--- src/rtl/bar_map_pkg.sv ---
package bar_map_pkg;
  typedef enum logic {SPACE_MEM = 1'b0, SPACE_IO = 1'b1} space_e;
  localparam int unsigned DEF_AW       = 32;
  localparam int unsigned DEF_NUM_BARS = 6;
  localparam int unsigned DEF_IO_LIMIT = 32'h0001_0000;
endpackage

--- src/rtl/bar_region_eval.sv ---
module bar_region_eval #(
  parameter int unsigned AW       = bar_map_pkg::DEF_AW,
  parameter int unsigned IO_LIMIT = bar_map_pkg::DEF_IO_LIMIT,
  parameter bit          IS_ROM   = 1'b0
) (
  input  logic [AW-1:0]          val_i,
  input  logic [AW-1:0]          size_i,
  input  bar_map_pkg::space_e    space_i,
  input  logic                   io_en_i,
  input  logic                   mem_en_i,
  output logic                   valid_o,
  output logic [AW-1:0]          base_o
);
  import bar_map_pkg::*;

  localparam logic [AW-1:0] IO_LIM = AW'(IO_LIMIT);
  localparam logic [AW-1:0] ONE    = AW'(1);

  logic [AW-1:0] aligned, last;
  logic          span_ok, io_ok, mem_ok, rom_gate;

  assign aligned = val_i & ~(size_i - ONE);
  assign last    = aligned + size_i - ONE;
  // wrap or size-1 window gives last <= aligned
  assign span_ok = (aligned != '0) && (last > aligned);
  assign io_ok   = io_en_i && span_ok && (last < IO_LIM);

  generate
    if (IS_ROM) begin : g_rom
      assign rom_gate = val_i[0];
    end else begin : g_std
      assign rom_gate = 1'b1;
    end
  endgenerate

  assign mem_ok  = mem_en_i && rom_gate && span_ok && (last != '1);

  always_comb begin
    valid_o = 1'b0;
    if (size_i != '0) begin
      valid_o = (space_i == SPACE_IO) ? io_ok : mem_ok;
    end
    base_o = valid_o ? aligned : '0;
  end
endmodule

--- src/rtl/bar_map_slot.sv ---
module bar_map_slot #(
  parameter int unsigned AW = bar_map_pkg::DEF_AW
) (
  input  logic          clk_i,
  input  logic          rst_ni,
  input  logic          update_i,
  input  logic          nxt_valid_i,
  input  logic [AW-1:0] nxt_base_i,
  output logic          valid_o,
  output logic [AW-1:0] base_o,
  output logic          change_o
);
  always_ff @(posedge clk_i or negedge rst_ni) begin
    if (!rst_ni) begin
      valid_o  <= 1'b0;
      base_o   <= '0;
      change_o <= 1'b0;
    end else if (update_i) begin
      valid_o  <= nxt_valid_i;
      base_o   <= nxt_base_i;
      change_o <= (nxt_valid_i != valid_o) || (nxt_base_i != base_o);
    end else begin
      change_o <= 1'b0;
    end
  end
endmodule

--- src/rtl/bar_map_check.sv ---
module bar_map_check #(
  parameter int unsigned NUM_BARS = bar_map_pkg::DEF_NUM_BARS,
  parameter int unsigned AW       = bar_map_pkg::DEF_AW,
  parameter int unsigned IO_LIMIT = bar_map_pkg::DEF_IO_LIMIT,
  localparam int unsigned NR      = NUM_BARS + 1
) (
  input  logic             clk_i,
  input  logic             rst_ni,
  input  logic             update_i,
  input  logic             cmd_io_en_i,
  input  logic             cmd_mem_en_i,
  input  logic [NR*AW-1:0] bar_val_i,
  input  logic [NR*AW-1:0] bar_size_i,
  input  logic [NR-1:0]    bar_io_i,
  output logic [NR-1:0]    map_valid_o,
  output logic [NR*AW-1:0] map_base_o,
  output logic [NR-1:0]    map_change_o
);
  import bar_map_pkg::*;

  for (genvar i = 0; i < NR; i++) begin : g_region
    logic          nxt_valid;
    logic [AW-1:0] nxt_base;

    bar_region_eval #(
      .AW       (AW),
      .IO_LIMIT (IO_LIMIT),
      .IS_ROM   (i == NR - 1)
    ) i_eval (
      .val_i    (bar_val_i[i*AW +: AW]),
      .size_i   (bar_size_i[i*AW +: AW]),
      .space_i  (space_e'(bar_io_i[i])),
      .io_en_i  (cmd_io_en_i),
      .mem_en_i (cmd_mem_en_i),
      .valid_o  (nxt_valid),
      .base_o   (nxt_base)
    );

    bar_map_slot #(.AW(AW)) i_slot (
      .clk_i       (clk_i),
      .rst_ni      (rst_ni),
      .update_i    (update_i),
      .nxt_valid_i (nxt_valid),
      .nxt_base_i  (nxt_base),
      .valid_o     (map_valid_o[i]),
      .base_o      (map_base_o[i*AW +: AW]),
      .change_o    (map_change_o[i])
    );
  end
endmodule

--- config.mk ---
export PLATFORM = sky130hd
export DESIGN_NAME = bar_map_check
export DESIGN_NICKNAME = d
export VERILOG_FILES = /design/src/rtl/bar_map_pkg.sv /design/src/rtl/bar_region_eval.sv /design/src/rtl/bar_map_slot.sv /design/src/rtl/bar_map_check.sv
export SDC_FILE = /design/constraint.sdc
export NUM_CORES = 2
export LEC_CHECK = 0
export CORE_ASPECT_RATIO = 0.7
export CORE_MARGIN = 2
export CORE_UTILIZATION = 44
export DETAILED_ROUTE_END_ITERATION = 6
export PLACE_DENSITY = 0.74
export REMOVE_ABC_BUFFERS = 1
export SYNTH_ARGS = -nofsm -noshare
export SYNTH_HDL_FRONTEND = slang
export SYNTH_SLANG_ARGS = --single-unit
--- constraint.sdc ---
create_clock -name clk_i -period 5.8 [get_ports clk_i]
set_input_delay 1.16 -clock clk_i [delete_from_list [all_inputs] [get_ports clk_i]]
set_output_delay 1.16 -clock clk_i [all_outputs]
set_load 0.1 [all_outputs]
==> flow_results.xml <==
<?xml version="1.0" encoding="UTF-8"?>
<metrics>
  <group name="routing">
    <metric name="drt_iter0_markers" unit="">6827</metric>
    <metric name="vias_per_cell" unit="">6.01</metric>
    <metric name="antenna_left" unit="">0</metric>
    <metric name="drt-pass1-iter-count" unit="">7</metric>
    <metric name="detail_route.drc_violations" unit="">0</metric>
    <metric name="post_drt_wl_per_cell" unit="µm">22.9</metric>
    <metric name="via_count" unit="">61009</metric>
    <metric name="drt_wl_total" unit="µm">232000</metric>
  </group>
  <group name="floorplanning">
    <metric name="num_rows" unit="">96</metric>
    <metric name="placeable_core_area" unit="mm²">0.0983</metric>
    <metric name="start_util" unit="">0.445</metric>
    <metric name="die_h" unit="µm">268</metric>
    <metric name="num_io_pins" unit="">698</metric>
    <metric name="die_area" unit="mm²">0.102</metric>
    <metric name="die_x" unit="µm">381</metric>
  </group>
  <group name="sta">
    <metric name="timing.final.ws_setup" unit="ps">-2060</metric>
    <metric name="clock.fmax" unit="MHz">127</metric>
    <metric name="worst_pin_slew" unit="ps">1280</metric>
    <metric name="period_share" unit="">1.36</metric>
    <metric name="min_period" unit="ps">7860</metric>
    <metric name="finalHoldViolations" unit="">0</metric>
    <metric name="timing.max_slew.rel_slack" unit="">0.148</metric>
    <metric name="worst_clock_skew" unit="ps">17.5</metric>
    <metric name="final-setup-viol-count" unit="">238</metric>
    <metric name="slew_violations" unit="">0</metric>
    <metric name="unrepaired_setup_endpoints_after_global_routing" unit="">yes</metric>
    <metric name="setup_total_negative_slack" unit="ps">-258300</metric>
  </group>
  <group name="yosys">
    <metric name="yosysMostFrequentCell" unit="">sky130_fd_sc_hd__inv_1</metric>
    <metric name="synthArstFlopShare" unit="">1.00</metric>
    <metric name="yosys-top-cells-count" unit="">659 x sky130_fd_sc_hd__inv_1, 597 x sky130_fd_sc_hd__nand2_1, 560 x sky130_fd_sc_hd__ha_1, 355 x sky130_fd_sc_hd__nor2_1, 333 x sky130_fd_sc_hd__o21ai_0</metric>
    <metric name="synth.area.top_cells" unit="">sky130_fd_sc_hd__ha_1 16%, sky130_fd_sc_hd__dfrtp_1 14%, sky130_fd_sc_hd__inv_1 5.7%</metric>
    <metric name="ys_seq_area_frac" unit="">0.136</metric>
    <metric name="synth_top_cell_by_area" unit="">sky130_fd_sc_hd__ha_1</metric>
    <metric name="avgSynthCellArea" unit="µm²">7.20</metric>
    <metric name="mappedNetlistArea" unit="mm²">0.0437</metric>
    <metric name="synth_top_flop_cell" unit="">sky130_fd_sc_hd__dfrtp_1</metric>
    <metric name="synth-edff-count" unit="">0</metric>
    <metric name="yosys_warnings" unit="">0</metric>
    <metric name="synthDistinctLibCells" unit="">97</metric>
    <metric name="synth_top_area_frac" unit="">0.160</metric>
    <metric name="syn_inst" unit="">6069</metric>
    <metric name="flip_flop_and_latch_count_after_synthesis" unit="">238</metric>
  </group>
  <group name="critical_path">
    <metric name="worstReg2RegStart" unit="">g_region[0].i_slot.base_o[7]</metric>
    <metric name="timing.critical_path.buf_inv" unit="">5</metric>
    <metric name="cp_top_family" unit="">compound AO/OA/AOI/OAI gates</metric>
    <metric name="timing.critical_path.from_type" unit="">input port</metric>
    <metric name="cpPeakStageDelay" unit="ps">550</metric>
    <metric name="crit_path_top_delay_cell" unit="">sky130_fd_sc_hd__or4_4</metric>
    <metric name="startpoint_of_the_worst_setup_timing_path" unit="">bar_size_i[193]</metric>
    <metric name="worst-path-max-fanout" unit="">4</metric>
    <metric name="most_frequent_cp_cell" unit="">sky130_fd_sc_hd__ha_4</metric>
    <metric name="endpoint_kind" unit="">register</metric>
    <metric name="data_required_time_of_the_worst_path" unit="ps">6330</metric>
    <metric name="timing.setup.critical_path_class" unit="">input port to register</metric>
    <metric name="crit_path_dat" unit="ps">8390</metric>
  </group>
  <group name="clocking">
    <metric name="clock_latency" unit="ps">660</metric>
    <metric name="hold_buffers" unit="">0</metric>
    <metric name="cts_num_sinks" unit="">238</metric>
    <metric name="clock_tree_from_tritoncts" unit="">yes</metric>
    <metric name="cts_made_buffers" unit="">30</metric>
    <metric name="h-tree-depth" unit="">1</metric>
    <metric name="cts_root_cell" unit="">sky130_fd_sc_hd__clkbuf_16</metric>
    <metric name="clkTransAtPathRegs" unit="ps">60</metric>
    <metric name="ctsLongestPathBuffers" unit="">3</metric>
  </group>
  <group name="pwr">
    <metric name="static_leakage" unit="nW">34.6</metric>
    <metric name="fin_total_pwr" unit="mW">15.6</metric>
    <metric name="cellPowerDensity" unit="mW/mm²">209</metric>
    <metric name="ir_drop" unit="µV">269</metric>
  </group>
  <group name="global_routing">
    <metric name="largest_net_degree_at_the_start_of_global_routing" unit="">174</metric>
    <metric name="number_of_antenna_violations_at_the_first_check_in_global_routing" unit="">44</metric>
    <metric name="first_global_vias" unit="">57145</metric>
    <metric name="grt_pass1_wl" unit="µm">338000</metric>
    <metric name="grtUsageTotal" unit="">0.422</metric>
    <metric name="overflow_left_after_global_routing" unit="">0</metric>
  </group>
  <group name="placement">
    <metric name="numPlacedInstances" unit="">9796</metric>
    <metric name="globalplace.congestion" unit="">1.10</metric>
    <metric name="port_buffers" unit="">697</metric>
    <metric name="dp.final_hpwl" unit="µm">183000</metric>
    <metric name="detailed_place.area" unit="mm²">0.0661</metric>
    <metric name="placement.setup.worst_slack" unit="ps">-3730</metric>
  </group>
  <group name="layout">
    <metric name="final_design_area_no_fill" unit="mm²">0.0747</metric>
    <metric name="proportion_of_layout_cells_with_a_drive_suffix_above_1" unit="">0.351</metric>
    <metric name="area_delta_synth_final" unit="%">71.1</metric>
    <metric name="final-instance-count-excl-fill" unit="">10148</metric>
    <metric name="finish.net_count" unit="">9794</metric>
  </group>
  <group name="hold_path">
    <metric name="hold_class" unit="">input port to async pin</metric>
  </group>
  <group name="run_status">
    <metric name="status" unit="">finished with violations</metric>
    <metric name="failing_checks" unit="">setup timing</metric>
  </group>
  <group name="run">
    <metric name="drv_cap" unit="">0</metric>
  </group>
</metrics>
==> stage by stage <==
step | hold slack, ps | utilization
3_3_place_gp | 530 | 0.673
5_1_grt | 586 | 0.760
2_1_floorplan | 864 | -
6_report | 466 | 0.761
4_1_cts | 553 | 0.728
3_5_place_dp | 536 | 0.673
==> final cells by class <==
type | instances | area [µm²]
multi-input cells | 4952 | 39100
repair buffers | 2884 | 24200
fillers | 7513 | 23500
flip-flops and latches | 238 | 5960
inverters | 661 | 2530
well taps | 1323 | 1660
clock buffers | 38 | 852
clock inverters | 18 | 354
diodes | 34 | 85.1
==> routing by layer <==
metal	routed length, µm	track usage	share of wire
met1	96500	0.577	0.42
met2	94000	0.617	0.41
met4	11000	0.155	0.047
met3	30200	0.135	0.13
met5	356	0	0.0015
==> path summary, 6_finish.rpt <==
path	to	cells past startpoint	slack (ps)
max	g_region[6].i_slot.change_o	33	-2060
min	g_region[5].i_slot.base_o[27]	2	470
max reg2reg	g_region[0].i_slot.change_o	6	3310
min reg2reg	g_region[5].i_slot.base_o[13]	2	560
max in group asynchronous	g_region[0].i_slot.base_o[12]	2	4450
min in group clk_i	g_region[5].i_slot.base_o[13]	2	560
==> layout by cell type, fill, tap and decap left out, drive strengths merged, types with 122 or more instances in the layout <==
master            n
nand3           259
nor2            356
clkdlybuf4s50   568
xor2            130
nor4            141
a21oi           319
nand4           140
nand2           597
dfrtp           238
nor3            150
a21o            172
inv             660
o21ai           341
buf            2222
xnor2           225
a211oi          122
ha              560
==> cell families after synthesis <==
group                    share of synthesized area
buffers and inverters                       0.0776
AO/OA/AOI/OAI                                0.258
AND/OR/NAND/NOR                              0.270
flip-flops                                   0.136
XOR/XNOR                                    0.0717
multiplexers                                0.0220
adder cells (fa/ha/maj)                      0.165
==> worst reg2reg max path: stages (launching register included) <==
cell and delay (ps):
sky130_fd_sc_hd__dfrtp_1 530, sky130_fd_sc_hd__nor2_1 100, sky130_fd_sc_hd__or3_1 350, sky130_fd_sc_hd__a211oi_1 310
sky130_fd_sc_hd__a21oi_1 130, sky130_fd_sc_hd__or4_4 510, sky130_fd_sc_hd__o41a_1 440
==> registers in the layout (all words and copies together), names as in the netlist <==
signal / count
g_region.i_slot.valid_o: 7
g_region.i_slot.base_o: 224
g_region.i_slot.change_o: 7
==> power by group <==
| part | internal, mW | switching (mW) |
|---|---|---|
| Sequential | 1.77 | 0.193 |
| Clock | 1.48 | 0.944 |
| Combinational | 5.25 | 5.99 |
==> what timing repair did <==
action,in CTS,in global routing
pin swaps,256,239
gates resized for setup,788,569
setup buffers,164,93
endpoints found under the setup margin,238,238
cloned,10,6
endpoints found under the hold margin,0,0
(Power assumes the default switching activity.)
